--- src/rtl/mon_tx_pkg.sv ---
package mon_tx_pkg;
  typedef enum logic [1:0] {
    ST_IDLE = 2'd0,  // no transfer, A inactive
    ST_SEND = 2'd1,  // A active, byte pending or waiting for the next
    ST_GAP  = 2'd2,  // one inactive A frame marking a new byte
    ST_END  = 2'd3   // A inactive, waiting for the peer to go idle
  } tx_state_e;

  localparam int IRQ_N   = 2;
  localparam int IRQ_ACK = 0;
  localparam int IRQ_ABT = 1;
endpackage

--- src/rtl/mon_tx_hold.sv ---
module mon_tx_hold #(
  parameter int DATA_W = 8
) (
  input  logic              clk,
  input  logic              rst_n,
  input  logic              s_valid,
  input  logic [DATA_W-1:0] s_data,
  output logic              s_ready,
  input  logic              take,
  output logic [DATA_W-1:0] hold_data,
  output logic              hold_full
);
  always_ff @(posedge clk) begin
    if (!rst_n) begin
      hold_full <= 1'b0;
      hold_data <= '0;
    end else if (s_valid && !hold_full) begin
      hold_full <= 1'b1;
      hold_data <= s_data;
    end else if (take) begin
      hold_full <= 1'b0;
    end
  end

  assign s_ready = !hold_full;
endmodule

--- src/rtl/mon_tx_ehist.sv ---
module mon_tx_ehist (
  input  logic clk,
  input  logic rst_n,
  input  logic frame_stb,
  input  logic e_in,
  output logic e_fall,
  output logic e_idle2
);
  logic e_prev;

  always_ff @(posedge clk) begin
    if (!rst_n)         e_prev <= 1'b1;
    else if (frame_stb) e_prev <= e_in;
  end

  // peer bit went active this frame / stayed inactive two frames in a row
  assign e_fall  = frame_stb && e_prev && !e_in;
  assign e_idle2 = frame_stb && e_prev && e_in;
endmodule

--- src/rtl/mon_tx_irq.sv ---
module mon_tx_irq #(
  parameter int N = 2
) (
  input  logic         clk,
  input  logic         rst_n,
  input  logic [N-1:0] set,
  input  logic [N-1:0] clr,
  output logic [N-1:0] flag
);
  for (genvar i = 0; i < N; i++) begin : g_flag
    always_ff @(posedge clk) begin
      if (!rst_n)      flag[i] <= 1'b0;
      else if (set[i]) flag[i] <= 1'b1;
      else if (clr[i]) flag[i] <= 1'b0;
    end
  end
endmodule

--- src/rtl/mon_tx.sv ---
module mon_tx
  import mon_tx_pkg::*;
#(
  parameter int DATA_W = 8
) (
  input  logic              clk,
  input  logic              rst_n,
  input  logic              s_valid,
  output logic              s_ready,
  input  logic [DATA_W-1:0] s_data,
  input  logic              tx_en,
  input  logic              frame_stb,
  input  logic              e_in,
  output logic              a_out,
  output logic [DATA_W-1:0] d_out,
  output logic              tx_active,
  output logic              irq_ack,
  output logic              irq_abort,
  input  logic [1:0]        irq_clr
);
  tx_state_e         state, st_n;
  logic              pending, pend_n;
  logic              e_seen, seen_n;
  logic              a_q, a_n;
  logic [DATA_W-1:0] d_q, d_n;
  logic              take, still_wait;
  logic              e_fall, e_idle2;
  logic              hold_full;
  logic [DATA_W-1:0] hold_data;
  logic [IRQ_N-1:0]  irq_set, irq_flag;

  mon_tx_hold #(.DATA_W(DATA_W)) u_hold (
    .clk(clk), .rst_n(rst_n), .s_valid(s_valid), .s_data(s_data),
    .s_ready(s_ready), .take(take), .hold_data(hold_data),
    .hold_full(hold_full)
  );

  mon_tx_ehist u_ehist (
    .clk(clk), .rst_n(rst_n), .frame_stb(frame_stb), .e_in(e_in),
    .e_fall(e_fall), .e_idle2(e_idle2)
  );

  mon_tx_irq #(.N(IRQ_N)) u_irq (
    .clk(clk), .rst_n(rst_n), .set(irq_set), .clr(irq_clr), .flag(irq_flag)
  );

  always_comb begin
    st_n       = state;
    pend_n     = pending;
    seen_n     = e_seen;
    a_n        = a_q;
    d_n        = d_q;
    take       = 1'b0;
    still_wait = pending;
    irq_set    = '0;
    if (frame_stb) begin
      unique case (state)
        ST_IDLE: begin
          if (tx_en && hold_full) begin
            take   = 1'b1;
            d_n    = hold_data;
            a_n    = 1'b0;
            pend_n = 1'b1;
            seen_n = 1'b0;
            st_n   = ST_SEND;
          end
        end
        ST_SEND, ST_GAP: begin
          if (e_seen && e_idle2 && tx_en) begin
            irq_set[IRQ_ABT] = 1'b1;
            a_n    = 1'b1;
            pend_n = 1'b0;
            st_n   = ST_IDLE;
          end else if (state == ST_GAP) begin
            a_n  = 1'b0;
            st_n = ST_SEND;
          end else begin
            if (pending && e_fall) begin
              irq_set[IRQ_ACK] = 1'b1;
              seen_n     = 1'b1;
              still_wait = 1'b0;
            end
            pend_n = still_wait;
            if (!still_wait) begin
              if (tx_en && hold_full) begin
                take   = 1'b1;
                d_n    = hold_data;
                a_n    = 1'b1;
                pend_n = 1'b1;
                st_n   = ST_GAP;
              end else if (!tx_en) begin
                a_n  = 1'b1;
                st_n = ST_END;
              end
            end
          end
        end
        ST_END: begin
          if (e_idle2) st_n = ST_IDLE;
        end
        default: st_n = ST_IDLE;
      endcase
    end
  end

  always_ff @(posedge clk) begin
    if (!rst_n) begin
      state   <= ST_IDLE;
      pending <= 1'b0;
      e_seen  <= 1'b0;
      a_q     <= 1'b1;
      d_q     <= '0;
    end else begin
      state   <= st_n;
      pending <= pend_n;
      e_seen  <= seen_n;
      a_q     <= a_n;
      d_q     <= d_n;
    end
  end

  assign a_out     = a_q;
  assign d_out     = d_q;
  assign tx_active = (state != ST_IDLE);
  assign irq_ack   = irq_flag[IRQ_ACK];
  assign irq_abort = irq_flag[IRQ_ABT];
endmodule

--- config.mk ---
export PLATFORM = sky130hd
export DESIGN_NAME = mon_tx
export DESIGN_NICKNAME = d
export VERILOG_FILES = /design/src/rtl/mon_tx_pkg.sv /design/src/rtl/mon_tx_hold.sv /design/src/rtl/mon_tx_ehist.sv /design/src/rtl/mon_tx_irq.sv /design/src/rtl/mon_tx.sv
export SDC_FILE = /design/constraint.sdc
export NUM_CORES = 1
export LEC_CHECK = 0
export CORE_ASPECT_RATIO = 1.5
export CORE_MARGIN = 5
export CORE_UTILIZATION = 52
export DETAILED_ROUTE_END_ITERATION = 12
export PLACE_DENSITY = 0.82
export SLEW_MARGIN = 20
export SYNTH_ARGS = -nofsm -noshare
export SYNTH_HDL_FRONTEND = slang
export SYNTH_SLANG_ARGS = --single-unit
--- constraint.sdc ---
create_clock -name clk -period 3.4 [get_ports clk]
set_input_delay 0.51 -clock clk [delete_from_list [all_inputs] [get_ports clk]]
set_output_delay 0.51 -clock clk [all_outputs]
set_load 0.01 [all_outputs]
* Word level (Yosys, flattened, before mapping)
Cells that the tools add are included.
** Storage, ports and cells
- Bits in registers :: 25
- Input bits :: 16
- Output and inout bits :: 13
- Word-level logic and storage cells :: 96
** Cells by class
- Equal/unequal tests :: 12
- Muxes and demuxes :: 52
- Reduce and logical (&&, ||, !) cells :: 22
** Operators with widths (count)
- two-way mux 1 bit :: 33
- two-way mux 8 bit :: 4
- two-way mux 2 bit :: 9
- case mux 8 bit (2 select lines) :: 1
- AND reduction 5 bit :: 3
- != test 2 bit (second input constant) :: 6
- nonzero test 2 bit :: 5
- logical AND 1 bit :: 8
- case mux 1 bit (2 select lines) :: 4
- case mux 2 bit (3 select lines) :: 1
- AND reduction 6 bit :: 1
- != test 5 bit (second input constant) :: 1
- equality test 2 bit (second input constant) :: 2
- != test 4 bit (second input constant) :: 1
- AND reduction 4 bit :: 1
- != test 3 bit (second input constant) :: 1
- equality test 2 x 1 -> 1 bit (second input constant) :: 1
- zero test 1 bit :: 2
- zero test 2 bit :: 1
- OR reduction 2 bit :: 1

* Logic depth before layout (Yosys ltp)
- Depth in word-level cells :: 15
- Depth in mapped cells :: 8

* Modules after synthesis
A second synthesis with hierarchy kept.
** Second synthesis, totals
- Cell total of the unflattened synthesis :: 146
- Area total of the unflattened synthesis :: 1317.5 µm²
** By module, submodules not included
- mon_tx :: times used 1, cells each 94, area each 809.5 µm²
- mon_tx_hold :: times used 1, cells each 40, area each 376.6 µm²
- mon_tx_irq :: times used 1, cells each 6, area each 82.6 µm²
- mon_tx_ehist :: times used 1, cells each 6, area each 48.8 µm²

* Worst setup path after synthesis
No wires, ideal clock.
- Kind :: register -> register
- Start :: reg state[0]
- End :: reg d_q[0], in the netlist d_out[0]
- Setup time :: 0.072 ns
- Arrival time :: 1.631 ns
- Data required time :: 3.328 ns
- Slack :: 1.697 ns
- Cell stages (with the launch flop) :: 9
- Period minus slack after synthesis :: 1.703 ns
- Cell sequence :: dfxtp_1 -> inv_1 -> ha_1 -> buf_2 -> nand2b_1 -> a211oi_2 -> a41o_1 -> buf_6 -> mux2i_1
** Between the ends
- Word-level cells in the longest chain between the ends :: 4
- Elaborated cells on any way between the ends :: 10
** Ends and longest elaborated chain
- start, declared :: RTL line mon_tx.sv:21 : tx_state_e state, st_n;
- start signal, assigned :: RTL line mon_tx.sv:114 : state <= st_n;
- equality test 2 bit / equality test 2 x 1 -> 1 bit (equally long branches) :: RTL line mon_tx.sv:57, mon_tx.sv:74
- OR reduction 2 bit :: RTL line mon_tx.sv:57 : unique case (state)
- != test 2 bit (no source line) / nonzero test 2 bit (equally long branches)
- AND reduction 5 bit (no source line)
- end signal, assigned :: RTL line mon_tx.sv:118 : d_q <= d_n;
- end, declared :: RTL line mon_tx.sv:25 : logic [DATA_W-1:0] d_q, d_n;
Parallel ways exist; a longest one is shown, timed or not.
A chain may end at the register's enable or synchronous reset.

* Worst setup path in the final report
- Start :: in frame_stb
- End :: reg d_q[3], in the netlist d_out[3]
** Between the ends
- Word-level cells in the longest chain between the ends :: 10
- Elaborated cells on any way between the ends :: 14
** Ends and longest elaborated chain
- start, declared :: RTL line mon_tx.sv:12 : input logic frame_stb,
- logical AND 1 bit :: RTL line mon_tx_ehist.sv:17, mon_tx_ehist.sv:18
- logical AND 1 bit :: RTL line mon_tx_ehist.sv:17 : assign e_fall = frame_stb && e_prev && !e_in;
- logical AND 1 bit :: RTL line mon_tx.sv:78 : if (pending && e_fall) begin
- two-way mux 1 bit :: RTL line mon_tx.sv:78
- two-way mux 1 bit :: RTL line mon_tx.sv:74 : end else if (state == ST_GAP) begin
- two-way mux 1 bit :: RTL line mon_tx.sv:69 : if (e_seen && e_idle2 && tx_en) begin
- two-way mux 1 bit :: RTL line mon_tx.sv:57
- two-way mux 1 bit :: RTL line mon_tx.sv:56 : if (frame_stb) begin
- != test 2 bit (no source line)
- AND reduction 5 bit (no source line) *
Every way passes the cells marked *; elsewhere a longest branch is shown, timed or not. The select of a mux whose other input is x is not followed.

==> flow_summary.yaml <==
final_layout:
  final_common_cell: "nand2_1"
  layout-drive-gt1-share_pct: 4.17
  area_growth_syn_to_layout_pct: 22.5
  fin_nets: 190
  antennaDiodeCount: 0
  mostFrequentLayoutCells: "nand2_1, clkdlybuf4s50_1, dfxtp_1"
  final_util_pct: 64.6
pwr:
  swShare_pct: 26.3
  p_comb_share_pct: 18.4
  irDropWorstVdd_mv: 0.351
  powerDensity_nw_per_um2: 353
  p_int_w: 0.000402
  leakage_nw: 0.588
  seqPwrFrac_pct: 57.9
  p_total_w: 0.000546
  p_switching_w: 0.000144
  p_clk_share_pct: 23.7
die:
  dieArea_um2: 3540
  ios: 29
  initial_core_util_pct: 52.8
  die_y_um: 70.4
  rows: 22
  die_w_um: 50.3
  core-area_um2: 2390
synthesis:
  synth_area_um2: 1260
  synth_fp_nets: 167
  yosys_warnings: 0
  avgSynthCellArea_um2: 8.66
  ys_seq_area_share_pct: 39.6
  syn_inst: 146
  synth_seq_cells: 25
  ys_types: 34
setup_path:
  worstPathCellList: "clkdlybuf4s50_1 -> and4_1 -> a211oi_2 -> a41o_1 -> mux2i_1"
  worstReg2RegStart: "state[0]$_SDFFE_PN0P_"
  r2r_setup_slack_ps: 1240
  reg2reg_depth: 6
  cp_slowest_cell: "clkdlybuf4s50_1"
  path_delay_family: "compound AO/OA/AOI/OAI gates"
  critPathCaptureType: "register"
  worstSetupPathDepth: 5
  startpoint: "frame_stb"
  worstSetupPathType: "input port to register"
  start_kind: "input port"
  cp_num_buf_inv: 1
  cp_data_required_time_ps: 3640
  arrival_ps: 2490
  reg2reg_to: "d_out[3]$_SDFFE_PN0P_"
  crit_path_end: "d_out[3]$_SDFFE_PN0P_"
  path_max_fanout: 11
  critPathMaxStageDelay_ps: 610
clocking:
  holdBufCountCts: 0
  cts_tree: "built"
  cts_setup_buffers: 0
  clk_path_buf_depth: 2
  h-tree-depth: 1
  clock_latency_ps: 310
  clock_sinks: 25
  cts_buffers: 3
  clk_pin_slew_ps: 130
  clockRootBuffer: "clkbuf_4"
  cts_resized: 0
timing:
  hold_viol: 0
  slew_headroom_pct: 65.1
  min_period_ps: 2250
  tns_ps: 0
  fmax_mhz: 445
  post-route-period-util_pct: 66.1
  rsz0062_at_grt: "no"
  skew_ps: 1.31
  tightest_slew_ps: 522
  setup_viol: 0
  slew_viol_final: 0
global_route:
  grt-ovfl-total: 0
  grt_usage_pct: 17.2
  grt_pass1_wl_um: 4850
  grt_max_degree: 23
  antenna_found_initial: 0
  grt_pass1_vias: 1126
detailed_routing:
  first_pass_iters: 4
  routedWlPerCell_um: 14.8
  drtIter0Drc: 25
  drt_wl_total_um: 2840
  antenna_left: 0
  drc: 0
  viasPerCell: 5.72
  num_vias: 1099
status:
  status: "finished clean"
place:
  port_buffers: 28
  hpwl_um: 2190
  globalplace.congestion: 0.945
run:
  drv_cap: 0
min_path:
  hp-class: "register to register"
  holdPathStages: 2
==> state kept, by name (all words and copies together) (netlist names) <==
| signal | flops |
|---|---|
| e_seen | 1 |
| u_hold.hold_data | 8 |
| state | 2 |
| u_hold.hold_full | 1 |
| a_out | 1 |
| d_out | 8 |
| u_irq.flag | 2 |
| pending | 1 |
| u_ehist.e_prev | 1 |
==> logic make-up after synthesis <==
family	Yosys count	share of synthesized area [%]
simple gates	59	22.1
flops	25	39.6
fa+ha+maj	5	4.95
buf+inv	19	7.13
mux	11	8.71
compound gates	27	17.5
==> power groups by stage <==
stage               combinational, W  clock (W)  sequential (W)
finish                      0.000101   0.000129        0.000316
global route                0.000111   0.000145        0.000319
CTS                         0.000100   0.000134        0.000316
detailed placement          0.000100          0        0.000323
global placement           0.0000966          0        0.000322
floorplan                  0.0000657          0        0.000319
==> through the flow <==
stage               setup slack (ps)  hold WS [ps]  cell area, um^2  std cells
floorplan                       1700           433             1260        146
global placement                 958           443             1520        188
detailed placement               831           447             1520        188
CTS                             1170           465             1550        192
global route                     991           485             1550        192
finish                          1150           462             1550        192
==> synthesized netlist by cell type (all sizes together) <==
| cell type | number | area [um^2] |
|---|---|---|
| nand2 | 39 | 146 |
| dfxtp | 25 | 500 |
| mux2i | 11 | 110 |
| a21boi | 10 | 75.1 |
| inv | 8 | 30.0 |
| buf | 6 | 41.3 |
| clkbuf | 5 | 18.8 |
| ha | 5 | 62.6 |
| a21oi | 3 | 18.8 |
| nand2b | 3 | 18.8 |
| nand3b | 3 | 22.5 |
| nand4b | 3 | 26.3 |
| nor2 | 3 | 11.3 |
| a211oi | 2 | 20.0 |
| and2 | 2 | 12.5 |
| nor2b | 2 | 12.5 |
| o21a | 2 | 15.0 |
| o221a | 2 | 22.5 |
| o221ai | 2 | 17.5 |
| a221o | 1 | 10.0 |
| a221oi | 1 | 8.76 |
| a22o | 1 | 8.76 |
| a31oi | 1 | 6.26 |
| a41o | 1 | 10.0 |
| and4 | 1 | 8.76 |
| nand4 | 1 | 6.26 |
| nor3 | 1 | 5.00 |
| o32ai | 1 | 8.76 |
| or3b | 1 | 8.76 |
==> metal layers <==
| metal | vias to the layer above | part of all wire [%] | GRT usage [%] | wire length [um] |
|---|---|---|---|---|
| met4 | 0 | 1.4 | 7.00 | 40 |
| met3 | 4 | 7.0 | 4.05 | 198 |
| met1 | 510 | 37 | 18.0 | 1060 |
| li1 | 543 | - | - | - |
| met2 | 42 | 54 | 31.2 | 1540 |
| met5 | - | 0 | 0 | 0 |
==> worst register-to-register path, delay by kind of cell, from the launching register on <==
kind            cells  cell delay, ps
mux                 1             250
simple gates        1             190
compound gates      2             690
flops               1             400
fa+ha+maj           1             470
buf+inv             1             100
==> worst min-delay path by stage <==
| stage | start | end | slack [ps] |
|---|---|---|---|
| after floorplan | e_seen$_SDFFE_PN0P_ | e_seen$_SDFFE_PN0P_ | 430 |
| after global placement | u_hold.hold_data[1]$_SDFFE_PN0P_ | u_hold.hold_data[1]$_SDFFE_PN0P_ | 440 |
| after detailed placement | u_hold.hold_data[5]$_SDFFE_PN0P_ | u_hold.hold_data[5]$_SDFFE_PN0P_ | 450 |
| after CTS | u_hold.hold_data[5]$_SDFFE_PN0P_ | u_hold.hold_data[5]$_SDFFE_PN0P_ | 470 |
| after global routing | u_hold.hold_data[5]$_SDFFE_PN0P_ | u_hold.hold_data[5]$_SDFFE_PN0P_ | 480 |
| final | u_hold.hold_data[5]$_SDFFE_PN0P_ | u_hold.hold_data[5]$_SDFFE_PN0P_ | 460 |
==> final cells by class <==
class,instances,area [um^2]
fill,208,847
multi-input combinational,102,673
tap,24,30.0
clock buffer,4,26.3
inverter,8,30.0
sequential,25,500
timing repair buffer,29,288
Power figures use the tool's default switching activity.
